===== config.mk =====
export PLATFORM = sky130hd
export DESIGN_NAME = pkt_err_irq_regs
export DESIGN_NICKNAME = d
export VERILOG_FILES = /design/src/rtl/pkt_irq_pkg.sv /design/src/rtl/pkt_irq_decode.sv /design/src/rtl/pkt_irq_capture.sv /design/src/rtl/pkt_irq_state.sv /design/src/rtl/pkt_irq_readmux.sv /design/src/rtl/pkt_err_irq_regs.sv
export SDC_FILE = /design/constraint.sdc
export NUM_CORES = 1
export LEC_CHECK = 0
export ABC_AREA = 1
export BUFFER_PORTS_ARGS = -buffer_cell sky130_fd_sc_hd__buf_2
export CORE_MARGIN = 3
export CORE_UTILIZATION = 27
export CTS_CLUSTER_SIZE = 20
export DETAILED_ROUTE_END_ITERATION = 7
export HOLD_SLACK_MARGIN = 0.02
export PLACE_DENSITY = 0.76
export SLEW_MARGIN = 20
export SYNTH_ARGS = -nofsm -noshare
export SYNTH_HDL_FRONTEND = slang
export SYNTH_SLANG_ARGS = --single-unit

===== constraint.sdc =====
create_clock -name clk_i -period 1 [get_ports clk_i]
set_clock_uncertainty 0.2 [all_clocks]
set_input_delay 0.05 -clock clk_i [delete_from_list [all_inputs] [get_ports clk_i]]
set_output_delay 0.05 -clock clk_i [all_outputs]
set_load 0.005 [all_outputs]

===== src/rtl/pkt_irq_pkg.sv =====
package pkt_irq_pkg;

   // One-hot-free selector produced by the address decoder
   typedef enum logic [2:0] {
      SEL_NONE,
      SEL_SUMMARY,
      SEL_STATUS,
      SEL_ENABLE,
      SEL_EVENT
   } reg_sel_e;

   // Architectural state of the interrupt bit pair
   typedef struct packed {
      logic en;
      logic evt;
   } irq_state_t;

   // True when an address value is representable in the given width
   function automatic bit addr_fits(input int unsigned addr, input int unsigned width);
      return (width >= 32) || (addr < (32'd1 << width));
   endfunction

endpackage


===== src/rtl/pkt_irq_decode.sv =====
module pkt_irq_decode
   import pkt_irq_pkg::*;
#(
   parameter int unsigned ADDR_W   = 4,
   parameter int unsigned A_SUMM   = 0,
   parameter int unsigned A_STAT   = 1,
   parameter int unsigned A_ENAB   = 2,
   parameter int unsigned A_EVNT   = 3
) (
   input  logic [ADDR_W-1:0] addr_i,
   input  logic              we_i,
   input  logic              wbit_i,
   output reg_sel_e          sel_o,
   output logic              en_wr_o,
   output logic              evt_clr_o
);

   localparam logic [ADDR_W-1:0] SummAddr = ADDR_W'(A_SUMM);
   localparam logic [ADDR_W-1:0] StatAddr = ADDR_W'(A_STAT);
   localparam logic [ADDR_W-1:0] EnabAddr = ADDR_W'(A_ENAB);
   localparam logic [ADDR_W-1:0] EvntAddr = ADDR_W'(A_EVNT);

   always_comb begin
      sel_o = SEL_NONE;
      if (addr_i == SummAddr)      sel_o = SEL_SUMMARY;
      else if (addr_i == StatAddr) sel_o = SEL_STATUS;
      else if (addr_i == EnabAddr) sel_o = SEL_ENABLE;
      else if (addr_i == EvntAddr) sel_o = SEL_EVENT;
   end

   // Only the writable bits produce strobes; read-only and unmapped writes vanish here
   assign en_wr_o   = we_i && (sel_o == SEL_ENABLE);
   assign evt_clr_o = we_i && (sel_o == SEL_EVENT) && wbit_i;

endmodule


===== src/rtl/pkt_irq_capture.sv =====
module pkt_irq_capture #(
   parameter bit EDGE_MODE = 1'b1
) (
   input  logic clk_i,
   input  logic rst_ni,
   input  logic status_i,
   output logic set_o
);

   generate
      if (EDGE_MODE) begin : g_edge
         logic prev_q;

         always_ff @(posedge clk_i) begin
            if (!rst_ni) prev_q <= 1'b0;
            else         prev_q <= status_i;
         end

         assign set_o = status_i & ~prev_q;
      end else begin : g_level
         assign set_o = status_i;
      end
   endgenerate

endmodule


===== src/rtl/pkt_irq_state.sv =====
module pkt_irq_state
   import pkt_irq_pkg::*;
(
   input  logic       clk_i,
   input  logic       rst_ni,
   input  logic       set_i,
   input  logic       en_wr_i,
   input  logic       en_wdata_i,
   input  logic       clr_i,
   output irq_state_t state_o
);

   irq_state_t state_q;
   irq_state_t state_d;

   always_comb begin
      state_d = state_q;
      if (en_wr_i) state_d.en = en_wdata_i;
      // Capture has priority over the clearing write
      if (set_i)       state_d.evt = 1'b1;
      else if (clr_i)  state_d.evt = 1'b0;
   end

   always_ff @(posedge clk_i) begin
      if (!rst_ni) state_q <= '0;
      else         state_q <= state_d;
   end

   assign state_o = state_q;

endmodule


===== src/rtl/pkt_irq_readmux.sv =====
module pkt_irq_readmux
   import pkt_irq_pkg::*;
#(
   parameter int unsigned DATA_W = 32
) (
   input  reg_sel_e          sel_i,
   input  logic              status_i,
   input  irq_state_t        state_i,
   input  logic              summ_i,
   output logic [DATA_W-1:0] rdata_o
);

   logic bit0;

   always_comb begin
      unique case (sel_i)
         SEL_SUMMARY: bit0 = summ_i;
         SEL_STATUS:  bit0 = status_i;
         SEL_ENABLE:  bit0 = state_i.en;
         SEL_EVENT:   bit0 = state_i.evt;
         default:     bit0 = 1'b0;
      endcase
   end

   generate
      if (DATA_W > 1) begin : g_wide
         assign rdata_o = {{(DATA_W-1){1'b0}}, bit0};
      end else begin : g_narrow
         assign rdata_o = bit0;
      end
   endgenerate

endmodule


===== src/rtl/pkt_err_irq_regs.sv =====
module pkt_err_irq_regs
   import pkt_irq_pkg::*;
#(
   parameter int unsigned ADDR_W    = 4,
   parameter int unsigned DATA_W    = 32,
   parameter bit          EDGE_MODE = 1'b1,
   parameter int unsigned A_SUMM    = 0,
   parameter int unsigned A_STAT    = 1,
   parameter int unsigned A_ENAB    = 2,
   parameter int unsigned A_EVNT    = 3
) (
   input  logic              clk_i,
   input  logic              rst_ni,
   input  logic              pkt_err_i,
   input  logic [ADDR_W-1:0] reg_addr_i,
   input  logic              reg_we_i,
   input  logic [DATA_W-1:0] reg_wdata_i,
   output logic [DATA_W-1:0] reg_rdata_o,
   output logic              irq_o
);

   // Elaboration-time parameter checks
   generate
      if (ADDR_W < 2) begin : g_bad_addr_w
         $error("ADDR_W must hold four distinct addresses");
      end
      if (DATA_W < 1) begin : g_bad_data_w
         $error("DATA_W must be at least 1");
      end
      if (!addr_fits(A_SUMM, ADDR_W) || !addr_fits(A_STAT, ADDR_W) ||
          !addr_fits(A_ENAB, ADDR_W) || !addr_fits(A_EVNT, ADDR_W)) begin : g_bad_fit
         $error("register address does not fit in ADDR_W");
      end
      if (A_SUMM == A_STAT || A_SUMM == A_ENAB || A_SUMM == A_EVNT ||
          A_STAT == A_ENAB || A_STAT == A_EVNT || A_ENAB == A_EVNT) begin : g_bad_map
         $error("register addresses must be distinct");
      end
   endgenerate

   reg_sel_e   sel;
   logic       en_wr;
   logic       evt_clr;
   logic       evt_set;
   irq_state_t state_q;
   logic       en_q;
   logic       ev_q;
   logic       summ;

   generate
      if (DATA_W > 1) begin : g_unused
         logic unused_wdata_hi;
         assign unused_wdata_hi = ^reg_wdata_i[DATA_W-1:1];
      end
   endgenerate

   pkt_irq_decode #(
      .ADDR_W (ADDR_W),
      .A_SUMM (A_SUMM),
      .A_STAT (A_STAT),
      .A_ENAB (A_ENAB),
      .A_EVNT (A_EVNT)
   ) u_decode (
      .addr_i    (reg_addr_i),
      .we_i      (reg_we_i),
      .wbit_i    (reg_wdata_i[0]),
      .sel_o     (sel),
      .en_wr_o   (en_wr),
      .evt_clr_o (evt_clr)
   );

   pkt_irq_capture #(
      .EDGE_MODE (EDGE_MODE)
   ) u_capture (
      .clk_i    (clk_i),
      .rst_ni   (rst_ni),
      .status_i (pkt_err_i),
      .set_o    (evt_set)
   );

   pkt_irq_state u_state (
      .clk_i      (clk_i),
      .rst_ni     (rst_ni),
      .set_i      (evt_set),
      .en_wr_i    (en_wr),
      .en_wdata_i (reg_wdata_i[0]),
      .clr_i      (evt_clr),
      .state_o    (state_q)
   );

   assign en_q  = state_q.en;
   assign ev_q  = state_q.evt;
   assign summ  = en_q & ev_q;
   assign irq_o = summ;

   pkt_irq_readmux #(
      .DATA_W (DATA_W)
   ) u_readmux (
      .sel_i    (sel),
      .status_i (pkt_err_i),
      .state_i  (state_q),
      .summ_i   (summ),
      .rdata_o  (reg_rdata_o)
   );

endmodule


==> results of run 1 <==
[cell type report]
class,count,area [um2],area share
Clock buffer,4,26.3,0.0600
Inverter,8,30.0,0.0686
Tap cell,15,18.8,0.0429
Sequential cell,3,62.6,0.143
Multi-Input combinational cell,52,225,0.514
Timing Repair Buffer,12,75.1,0.171
[per-layer routing]
metal,vias to the layer above,part of all wire
met5,-,0
met4,0,0
met3,0,0.27
met2,32,0.41
met1,131,0.32
li1,163,-
[metrics by stage]
stage                     TNS [ns]  hold slack [ns]  power, mW
after global routing        -0.469          -0.0387      0.481
final                       -0.278          -0.0740      0.432
after detailed placement         0           0.0782      0.208
after CTS                   -0.353          -0.0404      0.447
after global placement           0           0.0780      0.207
after floorplan                  0          -0.0457      0.271
[placed cells by master (no fill, tap or decap), types with 2 or more instances in the layout]
cell,n
conb_1,31
buf_2,9
inv_1,7
nand2_1,7
nand4_1,4
nand3_1,3
clkbuf_4,3
dlygate4sd3_1,3
nor2_2,2
nor2_1,2
dfxtp_2,2
[final timing paths]
path / start / endpoint / slack [ns] / depth (start not counted)
worst max-delay path: u_state.state_o[0] / reg_rdata_o[0] / -0.16 / 5
worst min-delay path: reg_wdata_i[0] / u_state.state_o[0] / -0.07 / 4
worst max register to register: u_capture.g_edge.prev_q / u_state.state_o[0] / 0.13 / 2
worst min register to register: u_capture.g_edge.prev_q / u_state.state_o[0] / 0.26 / 2
[timing repair]
item	in CTS	in global routing
gates resized for setup	2	3
hold endpoints to repair	3	3
pin swaps	1	1
endpoints found under the setup margin	2	4
hold buffers	4	2
[power by group through the flow]
stage          sequential (mW)  combinational [mW]  clock [mW]
5_1_grt                  0.134               0.103       0.244
3_3_place_gp             0.133              0.0741           0
6_report                 0.133              0.0872       0.211
3_5_place_dp             0.133              0.0754           0
2_1_floorplan            0.132               0.139           0
4_1_cts                  0.132              0.0876       0.227
[critical path, delay by kind of cell (launching register included)]
kind,cells,cell delay (ns)
simple gates,3,0.18
buf+inv,2,0.16
flops,1,0.33
[state kept, by name (all words and copies together) (netlist names)]
name,count
u_state.state_o,2
u_capture.g_edge.prev_q,1
[cells by family (layout without fill, tap and decap cells)]
family,Yosys count,after routing
DFF,3,3
buffers and inverters,40,24
other,1,31
and+or+nand+nor,21,21
==> flow_metrics.tcl, run 1 <==
set metrics [dict create \
    ys_seq_area_frac 0.138 \
    synth.avg_cell_area_um2 6.70 \
    cellPowerDensity_nw_per_um2 986 \
    io_buffers 10 \
    fp.dieH_um 46.2 \
    drt_pre_antenna_iters 4 \
    synth_edf_count 0 \
    core_um2 1400 \
    grt_pass1_vias 226 \
    rsz0062_at_grt "yes" \
    violations "negative hold slack, negative setup slack" \
    comb_power_share 0.202 \
    synth_common_cells "buf_4 (32), inv_1 (8), nand2_1 (8)" \
    peakVddDrop_mv 0.535 \
    vias 326 \
    fin_crit_ns 1.16 \
    pre_cts_slack_ns 0.00928 \
    synth-main-ff-cell "dfxtp_1" \
    synth_top_cell_area_share 0.552 \
    postLayoutCoreUtil 0.313 \
    cap_violations 0 \
    cpMaxStageDelayCell "dfxtp_2" \
    cts.htree.levels 1 \
    globalRouteMet2Util 0.0824 \
    swShare 0.288 \
    synth_compound_area_frac 0 \
    area_growth_pct 0.575 \
    syn_inst 65 \
    grt.busiest_layer "met2" \
    p_leak_nw 0.278 \
    synth_top_area_cell "buf_4" \
    die_w_um 46.2 \
    met1_usage 0.0734 \
    cp_data_arrival_time_ns 0.91 \
    required_ns 0.75 \
    crit_type "flop to output port" \
    postCtsSetupBuffers 0 \
    path_cells "nand2_2, inv_2, nand3_2, nand4_1, buf_2" \
    grt_max_degree 8 \
    fillers 168 \
    num_io_pins 73 \
    synth-async-reset-ratio 0 \
    nNetsFinal 120 \
    period_share 1.16 \
    antenna_cells 0 \
    seqPwrFrac 0.308 \
    place_inst 88 \
    synthMuxAreaShare 0 \
    synth.most_common_cell "buf_4" \
    place.gp.congestion 0.690 \
    tritoncts "done" \
    synth_xor_area_frac 0 \
    synth_seq_cells 3 \
    grt_util_all_layers 0.0679 \
    endpoint_kind "output port" \
    place_area_um2 377 \
    critPathMaxStageDelay_ns 0.33 \
    initial_core_util 0.311 \
    synth_top_family_by_area "buffers and inverters" \
    drive_gt1_frac 0.253 \
    final.setup.worst_slack_ns -0.155 \
    cts_sinks 3 \
    status "finished, violations left" \
    hold_violations 2 \
    layout.cells.non_filler 94 \
    avgViaCountPerCell 3.47 \
    path_max_fanout 3 \
    internal_power_uw 308 \
    clock_path_buffers 2 \
    ys_top_cells_by_area "buf_4 (55%), dfxtp_1 (14%), inv_1 (6.9%)" \
    hold_ws_ns -0.0740 \
    met3_usage 0.0586 \
    synth_fa_ha_area_frac 0 \
    fmax_mhz 866 \
    fin_area_um2 438 \
    drcViolationCount 0 \
    drv_slew 0 \
    hpwl_um 541 \
    rows 13 \
    cp-start-kind "flop" \
    wl_um 655 \
    cts.reportedPaths.clkPinSlew_ns 0.04 \
    clock_latency_ns 0.23 \
    grt_antenna_before_repair 0 \
    hp-class "primary input to flop" \
    globalRouteOverflowTotal 0 \
    clock_power_share 0.490 \
    cts_buffers 3 \
    drt_iter0_markers 7 \
    setup_viol_count_final 3 \
    synthesis.area_um2 435 \
    ant_nets 0 \
    routedWlPerCell_um 6.97 \
    p_switching_uw 124 \
    grt_pass1_wl_um 931 \
    die-area_um2 2130 \
    yosysWarnings 0 \
    synth_simple_gate_area_frac 0.233 \
    root_buffer "clkbuf_4" \
    synth.distinct_cells 10 \
]
Power figures use the tool's default switching activity.
==> inputs of run 2 (changes only) <==
Settings changed: CORE_UTILIZATION 27 to 29, CTS_BUF_LIST set to sky130_fd_sc_hd__clkbuf_16, SYNTH_HIERARCHICAL set to 1.
==> flow_metrics.tcl, run 2 <==
set metrics [dict create \
    status "finished, violations left" \
    violations "negative setup slack" \
    fp.dieH_um 47.5 \
    ys_top_cells_by_area "buf_4 (48%), dfxtp_1 (12%), inv_1 (12%)" \
    layout.cells.non_filler 114 \
    nNetsFinal 139 \
    setup_viol_count_final 2 \
    regToRegEndpoint "u_state/state_o[0]" \
    fin_area_um2 587 \
    cap_violations 0 \
    pre_cts_slack_ns -0.173 \
    synth-main-ff-cell "dfxtp_1" \
    synth.distinct_cells 11 \
    cts.reportedPaths.clkPinSlew_ns 0.03 \
    ant_nets 0 \
    cts_sinks 3 \
    avgViaCountPerCell 3.43 \
    drive_gt1_frac 0.276 \
    hold_violations 0 \
    root_buffer "clkbuf_16" \
    cts.htree.levels 1 \
    drv_slew 0 \
    hold_ws_ns 0.0194 \
    r2r_slack_ns 0.13 \
    synth.most_common_cell "buf_4" \
    hp-class "primary input to flop" \
    rsz0062_at_grt "yes" \
    startpoint "u_state/state_o[1]" \
    peakVddDrop_mv 0.979 \
    crit_type "flop to output port" \
    rr_worst_depth 3 \
    synth_seq_cells 3 \
    synth_edf_count 0 \
    required_ns 0.75 \
    r2r-start "u_state/state_o[0]" \
    final_common_cell "conb_1" \
    synth_top_cell_area_share 0.481 \
    cts_buffers 3 \
    antenna_cells 0 \
    place.gp.congestion 0.655 \
    area_growth_pct 17.5 \
    wl_um 754 \
    io_buffers 10 \
    globalRouteOverflowTotal 0 \
    vias 391 \
    grt_pass1_wl_mm 1.07 \
    die_w_um 47.5 \
    seqCellArea_um2 62.6 \
    hpwl_um 655 \
    routedWlPerCell_um 6.61 \
    path_max_fanout 3 \
    tritoncts "done" \
    cp_data_arrival_time_ns 1.04 \
    cp-start-kind "flop" \
    drcViolationCount 0 \
    synth_top_area_cell "buf_4" \
    syn_inst 80 \
    synth.avg_cell_area_um2 6.24 \
    clock_latency_ns 0.22 \
    grt_antenna_before_repair 0 \
    fillers 160 \
    final.setup.worst_slack_ns -0.291 \
    num_io_pins 73 \
    largest_reg_flops 2 \
    fmax_mhz 774 \
    cellPowerDensity_nw_per_um2 1470 \
    rows 14 \
    core_um2 1560 \
    endpoint_kind "output port" \
    initial_core_util 0.320 \
    fin_crit_ns 1.29 \
    power_uw 861 \
    grt_util_all_layers 0.0750 \
    drt_iter0_markers 2 \
    period_share 1.29 \
    ys_seq_area_frac 0.120 \
    final_cell_mix "conb_1 (31), inv_1 (16), nand2_1 (13)" \
    drt_pre_antenna_iters 2 \
    grt_max_degree 4 \
    p_leak_nw 0.376 \
    place_inst 107 \
    clock_path_buffers 2 \
    cp-endpoint "reg_rdata_o[0]" \
    synth_common_cells "buf_4 (32), inv_1 (16), nand2_1 (14)" \
    place_area_um2 467 \
    synth-async-reset-ratio 0 \
    multiInputGateArea_um2 254 \
    yosysWarnings 6 \
    grt_pass1_vias 295 \
    synthesis.area_um2 499 \
    die-area_um2 2260 \
]
-- run 2: changes by cell type in the layout (fill, tap and decap cells not counted), moves of 2 or more --
cell       previous run  this run
clkbuf_4              3         0
nand2_1               7        13
a21oi_2               0         2
nor2_2                2         4
buf_4                 0         3
nand3_1               3         1
clkbuf_16             0         3
nor2_1                2         5
inv_1                 7        16
nand4_1               4         0
-- run 2: stage by stage --
| step | setup TNS [ns] | util |
|---|---|---|
| after floorplan | -0.0394 | - |
| after detailed placement | -0.240 | 0.299 |
| after global routing | -0.534 | 0.376 |
| final | -0.401 | 0.376 |
| after CTS | -0.464 | 0.375 |
| after global placement | -0.188 | 0.299 |
-- run 2: worst min path at each step --
| stage | startpoint | to | depth (start not counted) |
|---|---|---|---|
| final | reg_addr_i[1] | u_state/state_o[1] | 5 |
| after global placement | rst_ni | u_capture/g_edge.prev_q | 3 |
| after floorplan | pkt_err_i | u_capture/g_edge.prev_q | 2 |
| after global routing | pkt_err_i | u_capture/g_edge.prev_q | 4 |
| after detailed placement | pkt_err_i | u_capture/g_edge.prev_q | 3 |
| after CTS | reg_addr_i[1] | u_state/state_o[1] | 5 |
-- run 2: critical path: stages, from the launching register on --
cell and delay [ns]:
dfxtp_2 0.33, nand2_2 0.05, inv_2 0.05, nor2_1 0.04, nor2_2 0.07, nand2_1 0.06
a21oi_2 0.10, buf_2 0.11
-- run 2: what timing repair did --
item / CTS / global route
buffers inserted: 1 / 0
setup endpoints to repair: 2 / 3
hold buffers: 3 / 0
hold endpoints to repair: 3 / 0
resized for setup: 2 / 1
-- run 2: metal layers --
metal  global-route usage  vias up  share of wire
li1                     -      202              -
met1               0.0561      169           0.29
met2                0.123       20           0.60
met3               0.0489        0           0.11
met4               0.0773        0              0
met5                    0        -              0
-- run 2: report_power, final --
group / switching (mW) / internal, mW
clock: 0.105 / 0.515
sequential: 0.00361 / 0.128
combinational: 0.0664 / 0.0427
total: 0.175 / 0.686
-- run 2: cell type report --
class                           count  area share
Multi-Input combinational cell     59       0.433
Sequential cell                     3       0.107
Clock inverter                      1     0.00640
Clock buffer                        3       0.128
Tap cell                           16      0.0341
Inverter                           16       0.102
Timing Repair Buffer               16       0.190
-- run 2: logic make-up (layout without fill, tap and decap cells) --
logic type | after synthesis | after routing | synth area share
other cells | 1 | 31 | 0.00751
simple gates | 24 | 24 | 0.203
flops | 3 | 3 | 0.120
compound gates | 4 | 4 | 0.0677
buf+inv | 48 | 36 | 0.602
